File: src/rtl/prio_intc_pkg.sv
package prio_intc_pkg;
  localparam int PRIO_W    = 4;
  localparam int LEVELS    = 1 << PRIO_W;
  localparam int ADDR_W    = 6;
  localparam int ADR_CUR   = 0;
  localparam int ADR_EOI   = 1;
  localparam int ADR_SWSET = 2;
  localparam int ADR_SWCLR = 3;
  localparam int ADR_PRIO0 = 16;
  typedef logic [PRIO_W-1:0] prio_t;
endpackage

File: src/rtl/intc_src_regs.sv
module intc_src_regs
  import prio_intc_pkg::*;
#(
  parameter int NUM_HW = 8,
  parameter int NUM_SW = 4,
  parameter int DATA_W = 4,
  localparam int NSRC  = NUM_HW + NUM_SW
) (
  input  logic                   clk,
  input  logic                   rst,
  input  logic                   we,
  input  logic [ADDR_W-1:0]      addr,
  input  logic [DATA_W-1:0]      wdata,
  output logic [NSRC*PRIO_W-1:0] prio_flat,
  output logic [NUM_SW-1:0]      sw_pend
);
  logic set_hit, clr_hit;
  assign set_hit = we && (addr == ADDR_W'(ADR_SWSET));
  assign clr_hit = we && (addr == ADDR_W'(ADR_SWCLR));

  genvar gi;
  generate
    for (gi = 0; gi < NSRC; gi++) begin : g_prio
      always_ff @(posedge clk) begin
        if (rst)
          prio_flat[gi*PRIO_W +: PRIO_W] <= '0;
        else if (we && addr == ADDR_W'(ADR_PRIO0 + gi))
          prio_flat[gi*PRIO_W +: PRIO_W] <= wdata[PRIO_W-1:0];
      end
    end
  endgenerate

  always_ff @(posedge clk) begin
    if (rst)
      sw_pend <= '0;
    else if (set_hit)
      sw_pend <= sw_pend | wdata[NUM_SW-1:0];
    else if (clr_hit)
      sw_pend <= sw_pend & ~wdata[NUM_SW-1:0];
  end

  // cleared software bits read as zero on the next cycle
  a_r8_sw_clear: assert property (@(posedge clk) disable iff (rst)
    clr_hit |=> ((sw_pend & $past(wdata[NUM_SW-1:0])) == '0));
endmodule

File: src/rtl/intc_arbiter.sv
module intc_arbiter
  import prio_intc_pkg::*;
#(
  parameter int NSRC  = 12,
  localparam int VEC_W = (NSRC > 1) ? $clog2(NSRC) : 1
) (
  input  logic [NSRC-1:0]        pend,
  input  logic [NSRC*PRIO_W-1:0] prio_flat,
  input  prio_t                  cur_prio,
  output logic                   found,
  output logic [VEC_W-1:0]       win_vec,
  output prio_t                  win_prio
);
  // Strict compare keeps the lowest index on ties and rejects level 0.
  always_comb begin
    found    = 1'b0;
    win_vec  = '0;
    win_prio = cur_prio;
    for (int i = 0; i < NSRC; i++) begin
      if (pend[i] && (prio_flat[i*PRIO_W +: PRIO_W] > win_prio)) begin
        found    = 1'b1;
        win_vec  = VEC_W'(i);
        win_prio = prio_flat[i*PRIO_W +: PRIO_W];
      end
    end
  end
endmodule

File: src/rtl/intc_prio_stack.sv
module intc_prio_stack
  import prio_intc_pkg::*;
#(
  parameter int DEPTH = 16,
  localparam int PTR_W = $clog2(DEPTH + 1)
) (
  input  logic  clk,
  input  logic  rst,
  input  logic  push,
  input  prio_t push_data,
  input  logic  pop,
  output prio_t top,
  output logic  empty
);
  prio_t            mem [DEPTH];
  logic [PTR_W-1:0] cnt;
  logic             full;

  assign empty = (cnt == '0);
  assign full  = (cnt == PTR_W'(DEPTH));
  assign top   = empty ? '0 : mem[cnt - 1'b1];

  always_ff @(posedge clk) begin
    if (push && !full)
      mem[cnt[$clog2(DEPTH)-1:0]] <= push_data;
  end

  always_ff @(posedge clk) begin
    if (rst)
      cnt <= '0;
    else if (push && !full)
      cnt <= cnt + 1'b1;
    else if (pop && !empty)
      cnt <= cnt - 1'b1;
  end
endmodule

File: src/rtl/prio_intc.sv
module prio_intc
  import prio_intc_pkg::*;
#(
  parameter int NUM_HW = 8,
  parameter int NUM_SW = 4,
  localparam int NSRC   = NUM_HW + NUM_SW,
  localparam int VEC_W  = (NSRC > 1) ? $clog2(NSRC) : 1,
  localparam int DATA_W = (NUM_SW > PRIO_W) ? NUM_SW : PRIO_W
) (
  input  logic              clk,
  input  logic              rst,
  input  logic [NUM_HW-1:0] hw_req_i,
  input  logic              nmi_i,
  input  logic              reg_we,
  input  logic [ADDR_W-1:0] reg_addr,
  input  logic [DATA_W-1:0] reg_wdata,
  input  logic              ack_i,
  output logic              irq_o,
  output logic [VEC_W-1:0]  irq_vec_o,
  output logic [PRIO_W-1:0] irq_prio_o,
  output logic [PRIO_W-1:0] cur_prio_o,
  output logic              nmi_o
);
  logic [NSRC*PRIO_W-1:0] prio_flat;
  logic [NUM_SW-1:0]      sw_pend;
  logic [NSRC-1:0]        pend;
  logic                   found;
  logic [VEC_W-1:0]       win_vec;
  prio_t                  win_prio;
  prio_t                  cur_prio, stk_top;
  logic                   stk_empty;
  logic                   ack_take, eoi_hit, cur_hit;

  assign nmi_o = nmi_i;
  assign pend  = {sw_pend, hw_req_i};

  intc_src_regs #(.NUM_HW(NUM_HW), .NUM_SW(NUM_SW), .DATA_W(DATA_W)) u_regs (
    .clk(clk), .rst(rst), .we(reg_we), .addr(reg_addr), .wdata(reg_wdata),
    .prio_flat(prio_flat), .sw_pend(sw_pend)
  );

  intc_arbiter #(.NSRC(NSRC)) u_arb (
    .pend(pend), .prio_flat(prio_flat), .cur_prio(cur_prio),
    .found(found), .win_vec(win_vec), .win_prio(win_prio)
  );

  assign ack_take = ack_i && irq_o;
  assign eoi_hit  = reg_we && (reg_addr == ADDR_W'(ADR_EOI));
  assign cur_hit  = reg_we && (reg_addr == ADDR_W'(ADR_CUR));

  intc_prio_stack #(.DEPTH(LEVELS)) u_stack (
    .clk(clk), .rst(rst), .push(ack_take), .push_data(cur_prio),
    .pop(eoi_hit && !ack_take), .top(stk_top), .empty(stk_empty)
  );

  always_ff @(posedge clk) begin
    if (rst)
      cur_prio <= '0;
    else if (ack_take)
      cur_prio <= irq_prio_o;
    else if (eoi_hit)
      cur_prio <= stk_top;
    else if (cur_hit)
      cur_prio <= reg_wdata[PRIO_W-1:0];
  end

  always_ff @(posedge clk) begin
    if (rst) begin
      irq_o      <= 1'b0;
      irq_vec_o  <= '0;
      irq_prio_o <= '0;
    end else begin
      irq_o      <= found;
      irq_vec_o  <= found ? win_vec : '0;
      irq_prio_o <= found ? win_prio : '0;
    end
  end

  assign cur_prio_o = cur_prio;

  // a presented request lies strictly above the level it was judged against
  a_r1_above_level: assert property (@(posedge clk) disable iff (rst)
    irq_o |-> (irq_prio_o > $past(cur_prio)));
  // level 0 never reaches the core
  a_r3_zero_silent: assert property (@(posedge clk) disable iff (rst)
    irq_o |-> (irq_prio_o != '0));
  // accepted request becomes the current level
  a_r4_ack_raises: assert property (@(posedge clk) disable iff (rst)
    ack_take |=> (cur_prio == $past(irq_prio_o)));
  // return with nothing saved drops to level 0
  a_r5_eoi_empty: assert property (@(posedge clk) disable iff (rst)
    (eoi_hit && !ack_take && stk_empty) |=> (cur_prio == '0));
endmodule

File: config.mk
export PLATFORM = sky130hd
export DESIGN_NAME = prio_intc
export DESIGN_NICKNAME = d
export VERILOG_FILES = /design/src/rtl/prio_intc_pkg.sv /design/src/rtl/intc_src_regs.sv /design/src/rtl/intc_arbiter.sv /design/src/rtl/intc_prio_stack.sv /design/src/rtl/prio_intc.sv
export SDC_FILE = /design/constraint.sdc
export NUM_CORES = 1
export LEC_CHECK = 0
export BUFFER_PORTS_ARGS = -buffer_cell sky130_fd_sc_hd__buf_2
export CORE_UTILIZATION = 50
export DETAILED_ROUTE_END_ITERATION = 10
export PLACE_DENSITY_LB_ADDON = 0.08
export SLEW_MARGIN = 10
export SYNTH_ARGS = -nofsm -noshare
export SYNTH_HDL_FRONTEND = slang
export SYNTH_SLANG_ARGS = --single-unit
File: constraint.sdc
create_clock -name clk -period 20.6 [get_ports clk]
set_input_delay 1.03 -clock clk [delete_from_list [all_inputs] [get_ports clk]]
set_output_delay 1.03 -clock clk [all_outputs]
set_load 0.01 [all_outputs]
==> impl_results.md, run 1 <==
- Run status: complete, no violations
- Setup skew after layout: 0.00898 ns
- WL met1: 8030 um
- Pin slew with the least headroom to its limit: 0.812 ns
- LEAKAGE: 3.33 nW
- CTS Sinks: 134
- Rows: 44
- Per-cell routed wire length: 18.4 um
- Fin Setup TNS: 0 ns
- Critical path data arrival time: 19.41 ns
- DRC: 0
- Crit path capture type: register
- Final setup violation count: 0
- Hold Crit Start: u_regs.prio_flat[4]$_SDFFE_PP0P_
- Pin count of the biggest net entering global routing: 65
- Share of cells above drive strength 1: 15.9%
- Number of I/O port buffers: 34
- Sequential share of the synthesized area: 43.4%
- Fraction of registers with async set or reset after synthesis: 0%
- Layout fillers: 1,262
- Via count of the first global-routing pass: 5,639
- Die height: 126 um
- Clock network power share: 22.4%
- Setup slack of the critical path after layout: 1.49 ns
- CP max-delay cell: sky130_fd_sc_hd__or3_4
- Comb power frac: 54.8%
- Startpoint of the worst setup timing path: cur_prio_o[1]$_SDFFE_PP0P_
- Final weighted congestion in routability-driven placement: 0.879
- Horizontal die dimension: 126 um
- Data required time of the critical path: 20.90 ns
- Area share of xor/xnor cells in the synthesized design: 1.37%
- Compound-Gate Fraction of Synth Area: 15.5%
- Switching part of the total power: 40.6%
- Worst-case headroom to the max-slew limit: 45.9%
- Gate family responsible for the most delay along the worst path: compound AO/OA/AOI/OAI gates
- Total nets after synthesis: 810
- Detailed route wirelength on metal3: 828 um
- First drt pass iteration count: 5
- Total power: 1.32 mW
- Syn Inst Count: 743
- Clock Tree Root: sky130_fd_sc_hd__clkbuf_16
- Most numerous cell on the critical path: sky130_fd_sc_hd__ha_1
- Highest Signal Layer: met4
- Depth of the critical timing path with buffers and inverters included: 89
- Path category of the worst min-delay check: reg -> reg
- Ratio of routed vias to standard cells: 5.90
- Min Tclk post-route: 19.11 ns
- Total congestion overflow after global routing: 0
- Mux contribution to synthesized area: 14.4%
- Clock slew at reported path FFs: 0.06 ns
- Number of flip-flops and latches in the synthesized netlist: 134
- Yosys top cell area share: 25.1%
- Maximum net fanout on the critical path: 14
- Buffer depth of the longest clock path: 2
- Wire length of the first global-routing pass: 29,200 um
- Number of pins exceeding their max-slew limit in the final report: 0
- Highest clock frequency the design can meet: 0.0523 GHz
- Top cells by count, synth: sky130_fd_sc_hd__nor2_1, sky130_fd_sc_hd__dfxtp_1, sky130_fd_sc_hd__mux2i_1
- NetSw: 0.538 mW
- RSZ-0062 raised after global routing: false
- Starting density of the core: 51.9%
- Syn Area/Cell: 10.3 um^2
- Hold buffer count at CTS: 0
- Area of the die: 15,800 um^2
- Largest family of logic cells by synthesized area: compound AO/OA/AOI/OAI gates
- Detailed route wirelength on metal2: 8850 um
- Antenna diode count: 0
- Total count of hold-check failures in the final report: 0
- Number of primary I/O pins: 37
- Launching element type of the critical path: register
- Arithmetic-cell share of the synthesized area counting full adders, half adders and majority gates: 7.19%
- Highest cell delay on the worst timing path: 0.43 ns
- Combined buffer and inverter count along the critical path: 10
- Largest area contributor in the synthesized netlist: sky130_fd_sc_hd__edfxtp_1
- Total Nets Final: 848
- Worst ir drop on vdd: 123 uV
- Pre-CTS setup slack: 0.814 ns
- Layout-stage area growth over the synthesis result: 13.6%
- Most used flip-flop cell after synthesis: sky130_fd_sc_hd__dfxtp_1
- Cells taking the most area after synthesis: sky130_fd_sc_hd__edfxtp_1, sky130_fd_sc_hd__dfxtp_1, sky130_fd_sc_hd__mux2i_1
- Area of the mapped netlist: 7650 um^2
- TritonCTS Buffers: 17
- Yosys Warn Count: 0
- Start-to-end type of the worst setup path: reg -> reg
- Startpoint of the worst register-to-register path: cur_prio_o[1]$_SDFFE_PP0P_
- Clock latency on the worst-skew pair: 0.41 ns
- Antenna violation net count after detailed routing: 0
- Hold-critical path depth: 2
- Synthesized-area fraction occupied by and/or/nand/nor cells: 14.2%
- Number of synthesized flops with an enable pin: 64
- Total via count in the routed design: 5,772
- Post-route clock period utilization: 92.8%
- Sequential cell fraction of total power: 22.8%
- Total Wirelength: 18,000 um
- Detailed router's first-iteration violation count: 410
- Synth unique cells: 82
- Most frequent cell after synthesis: sky130_fd_sc_hd__nor2_1
- Layout Utilization: 58.9%
- Clock tree from TritonCTS: done
- Internal power: 0.787 mW
- Power density relative to cell area: 152 nW/um^2
- Number of antenna violations at the first check in global routing: 0
- Max-cap viol count: 0
- FF-to-FF path depth: 89
- Core footprint: 14,800 um^2
- Total global routing track utilization: 23.7%
- Detailed placement HPWL: 13,200 um
- Count of H-tree levels built during CTS: 4
layer usage:
metal,track usage [%],vias up
met3,4.46,19
met1,30.7,2776
met4,5.88,0
li1,-,2841
met5,0,-
met2,40.7,136
tightest hold or removal path: stages, from the launching register on:
cell,delay (ns)
sky130_fd_sc_hd__dfxtp_1,0.33
sky130_fd_sc_hd__mux2i_1,0.06
sky130_fd_sc_hd__nor2_1,0.07
placed cells by master (no fill, tap or decap), types with 7 or more instances in the layout:
cell,instances
sky130_fd_sc_hd__o21ai_1,7
sky130_fd_sc_hd__buf_4,13
sky130_fd_sc_hd__xor2_1,7
sky130_fd_sc_hd__clkbuf_16,17
sky130_fd_sc_hd__nor2b_1,15
sky130_fd_sc_hd__edfxtp_1,64
sky130_fd_sc_hd__ha_1,44
sky130_fd_sc_hd__mux2i_1,65
sky130_fd_sc_hd__nand2_1,37
sky130_fd_sc_hd__a211oi_1,11
sky130_fd_sc_hd__nand3_1,13
sky130_fd_sc_hd__o21ai_0,13
sky130_fd_sc_hd__mux4_2,16
sky130_fd_sc_hd__o21a_1,7
sky130_fd_sc_hd__a31oi_1,7
sky130_fd_sc_hd__nor2_1,99
sky130_fd_sc_hd__and2_1,11
sky130_fd_sc_hd__buf_2,34
sky130_fd_sc_hd__inv_1,50
sky130_fd_sc_hd__a21oi_1,34
sky130_fd_sc_hd__and3_1,12
sky130_fd_sc_hd__dfxtp_1,70
sky130_fd_sc_hd__a21o_1,7
sky130_fd_sc_hd__nor3_1,10
state kept, by name, indices dropped and copies added, names as in the netlist, named ones only:
name / cells
cur_prio_o: 4
irq_o: 1
irq_prio_o: 4
irq_vec_o: 4
u_regs.prio_flat: 48
u_stack.cnt: 5
u_stack.mem: 64
power groups by stage:
stage	clock, mW	combinational, mW	sequential, mW
finish	0.296	0.727	0.302
global placement	0	0.665	0.307
floorplan	0	0.528	0.312
CTS	0.301	0.688	0.302
global route	0.313	0.810	0.303
detailed placement	0	0.684	0.307
what timing repair did:
action	in CTS	in global routing
buffers inserted	0	5
resized for setup	0	14
endpoints found under the setup margin	0	9
path summary, 6_finish.rpt:
path / to / slack, ns
worst max-delay path: irq_prio_o[0]$_SDFF_PP0_ / 1.49
worst min-delay path: u_regs.prio_flat[4]$_SDFFE_PP0P_ / 0.50
worst max register to register: irq_prio_o[0]$_SDFF_PP0_ / 1.49
worst min register to register: u_regs.prio_flat[4]$_SDFFE_PP0P_ / 0.50
layout make-up:
| class | instances | area [um^2] | share of cell area [%] |
|---|---|---|---|
| clock inverter | 13 | 149 | 1.71 |
| inverter | 51 | 191 | 2.20 |
| clock buffer | 19 | 433 | 4.98 |
| multi-input combinational | 530 | 4100 | 47.1 |
| sequential | 134 | 3320 | 38.2 |
| tap | 184 | 230 | 2.65 |
| timing repair buffer | 47 | 268 | 3.08 |
metrics by stage:
step                      instance area, um^2  cells  hold slack, ns
after floorplan                          7650    743           0.460
after global placement                   8000    941           0.478
after detailed placement                 8000    941           0.487
after CTS                                8590    973           0.501
after global routing                     8690    978           0.519
final                                    8690    978           0.499
kinds of logic after synthesis:
kind of cell | count (synthesis)
fa+ha+maj | 44
buf+inv | 79
mux | 88
compound gates | 158
flops | 134
xor+xnor | 12
simple gates | 228
(Power assumes the default switching activity.)
==> run 2: changes to the inputs <==
CORE_MARGIN = 2   (was default)
==> impl_results.md, run 2 (synthesized netlist as in run 1, its figures left out) <==
- Number of primary I/O pins: 37 (unchanged)
- Layout Utilization: 57.3% (-1.6 points)
- Core footprint: 15,100 um^2 (+2.3%)
- Run status: complete, no violations
- Total Nets Final: 844 (-0.47%)
- Launching element type of the critical path: register
- Reg2reg end: irq_prio_o[1]$_SDFF_PP0_
- Ratio of routed vias to standard cells: 5.89 (-0.24%)
- Share of cells above drive strength 1: 15.2% (-0.68 points)
- Clock latency on the worst-skew pair: 0.42 ns (about the same)
- Highest cell delay on the worst timing path: 0.42 ns (about the same)
- Startpoint of the worst register-to-register path: cur_prio_o[1]$_SDFFE_PP0P_
- LEAKAGE: 3.32 nW (-0.29%)
- Worst ir drop on vdd: 115 uV (-6.4%)
- Number of pins exceeding their max-slew limit in the final report: 0 (unchanged)
- Setup skew after layout: 0.00779 ns (-0.00119 ns)
- Detailed router's first-iteration violation count: 416 (+1.5%)
- Number of I/O port buffers: 34 (unchanged)
- Clock slew at reported path FFs: 0.06 ns (about the same)
- FF-to-FF path depth: 90 (+1.1%)
- Worst-case headroom to the max-slew limit: 42.3% (-3.5 points)
- Commonest non-fill, non-tap cell in the layout: sky130_fd_sc_hd__nor2_1
- Pin count of the biggest net entering global routing: 65 (unchanged)
- Maximum net fanout on the critical path: 14 (unchanged)
- Antenna diode count: 0 (unchanged)
- Flop2flop setup slack: 1.52 ns (+0.03 ns)
- Via count of the first global-routing pass: 5,796 (+2.8%)
- Critical path data arrival time: 19.36 ns (-0.05 ns)
- Buffer depth of the longest clock path: 2 (unchanged)
- Rows: 45 (+2.3%)
- Per-cell routed wire length: 18.7 um (+1.7%)
- Hold Crit Start: u_stack.cnt[4]$_SDFFE_PP0P_
- Final setup violation count: 0 (unchanged)
- Power density relative to cell area: 151 nW/um^2 (-0.66%)
- Max FFs per register: 64 (unchanged)
- Die height: 128 um (+1.6%)
- Hold-critical path depth: 2 (unchanged)
- Total global routing track utilization: 23.7% (about the same)
- DRC: 0 (unchanged)
- Max-cap viol count: 0 (unchanged)
- Antenna violation net count after detailed routing: 0 (unchanged)
- CP max-delay cell: sky130_fd_sc_hd__or3_4
- Total congestion overflow after global routing: 0 (unchanged)
- Fin Setup TNS: 0 ns (unchanged)
- Total Wirelength: 18,300 um (+1.7%)
- Layout fillers: 1,320 (+4.6%)
- Total via count in the routed design: 5,758 (-0.24%)
- Setup slack of the critical path after layout: 1.52 ns (+0.0292 ns)
- Pin slew with the least headroom to its limit: 0.854 ns (+0.0418 ns)
- Clock tree from TritonCTS: done
- Commonest cells after routing, fill and taps aside: sky130_fd_sc_hd__nor2_1, sky130_fd_sc_hd__dfxtp_1, sky130_fd_sc_hd__mux2i_1
- Area of the die: 16,300 um^2 (+3.2%)
- Total power: 1.31 mW (-1.1%)
- Layout-stage area growth over the synthesis result: 13.0%
- Worst-case hold slack: 0.502 ns (+0.00257 ns)
- Path category of the worst min-delay check: reg -> reg
- Data required time of the critical path: 20.88 ns (-0.02 ns)
- Hold buffer count at CTS: 0 (unchanged)
- CTS Sinks: 134 (unchanged)
- TritonCTS Buffers: 17 (unchanged)
- Horizontal die dimension: 128 um (+1.6%)
- Start-to-end type of the worst setup path: reg -> reg
- Wire length of the first global-routing pass: 29,900 um (+2.6%)
- Final weighted congestion in routability-driven placement: 0.892 (+1.4%)
- Count of H-tree levels built during CTS: 4 (unchanged)
- Clock Tree Root: sky130_fd_sc_hd__clkbuf_16
- Worst Hold End: u_stack.cnt[4]$_SDFFE_PP0P_
- Number of antenna violations at the first check in global routing: 0 (unchanged)
- Highest clock frequency the design can meet: 0.0524 GHz (+0.15%)
- Starting density of the core: 50.7% (-1.2 points)
- Post-route clock period utilization: 92.6% (-0.14 points)
- Pre-CTS setup slack: 0.889 ns (+0.0747 ns)
- Detailed placement HPWL: 13,100 um (-0.15%)
- First drt pass iteration count: 5 (unchanged)
- Most numerous cell on the critical path: sky130_fd_sc_hd__ha_1
- Total count of hold-check failures in the final report: 0 (unchanged)
- Min Tclk post-route: 19.08 ns (-0.0292 ns)
- Crit path capture type: register
-- run 2: how the worst max path moves through the flow --
| stage | start | end | slack (ns) |
|---|---|---|---|
| 2_1_floorplan | cur_prio_o[2]$_SDFFE_PP0P_ | irq_prio_o[0]$_SDFF_PP0_ | 2.88 |
| 3_3_place_gp | hw_req_i[0] | irq_vec_o[2]$_SDFF_PP0_ | 1.30 |
| 3_5_place_dp | hw_req_i[0] | irq_prio_o[1]$_SDFF_PP0_ | 0.89 |
| 4_1_cts | cur_prio_o[1]$_SDFFE_PP0P_ | irq_vec_o[2]$_SDFF_PP0_ | 0.83 |
| 5_1_grt | cur_prio_o[1]$_SDFFE_PP0P_ | irq_prio_o[1]$_SDFF_PP0_ | -0.04 |
| 6_report | cur_prio_o[1]$_SDFFE_PP0P_ | irq_prio_o[1]$_SDFF_PP0_ | 1.52 |
-- run 2: critical path, delay by kind of cell, from the launching register on --
kind	cells	cell delay (ns)
DFF	1	0.36
adders and majority gates	12	3.35
muxes	6	2.14
buffers and inverters	10	0.76
AOI/OAI and AO/OA	45	9.39
and+or+nand+nor	17	2.89
-- run 2: area by class of cell --
| cell class | instances | area [um^2] | area share, % |
|---|---|---|---|
| inverters | 51 | 191 | 2.21 |
| clock buffers | 18 | 429 | 4.96 |
| well taps | 188 | 235 | 2.72 |
| multi-input cells | 530 | 4080 | 47.2 |
| clock inverters | 14 | 153 | 1.76 |
| flip-flops and latches | 134 | 3320 | 38.4 |
| repair buffers | 43 | 238 | 2.75 |
-- run 2: through the flow --
| stage | instances | instance area (um^2) |
|---|---|---|
| 2_1_floorplan | 743 | 7650 |
| 3_3_place_gp | 945 | 8010 |
| 3_5_place_dp | 945 | 8010 |
| 4_1_cts | 977 | 8590 |
| 5_1_grt | 978 | 8650 |
| 6_report | 978 | 8650 |
-- run 2: power breakdown --
group / switching (mW) / leakage, nW / internal [mW]
Sequential: 0.00618 / 1.13 / 0.296
Combinational: 0.409 / 1.91 / 0.301
Clock: 0.118 / 0.280 / 0.179
Total: 0.533 / 3.32 / 0.776
-- run 2: routing by layer --
metal / vias up / track usage [%] / share of wire (%)
met5: - / 0 / 0
met4: 0 / 7.95 / 1.9
met3: 25 / 4.84 / 3.8
met2: 129 / 39.7 / 49
met1: 2779 / 30.7 / 45
li1: 2825 / - / -
-- run 2: timing repair --
item,CTS,global route
endpoints found under the setup margin,0,9
resized for setup,0,11
buffers inserted,0,1
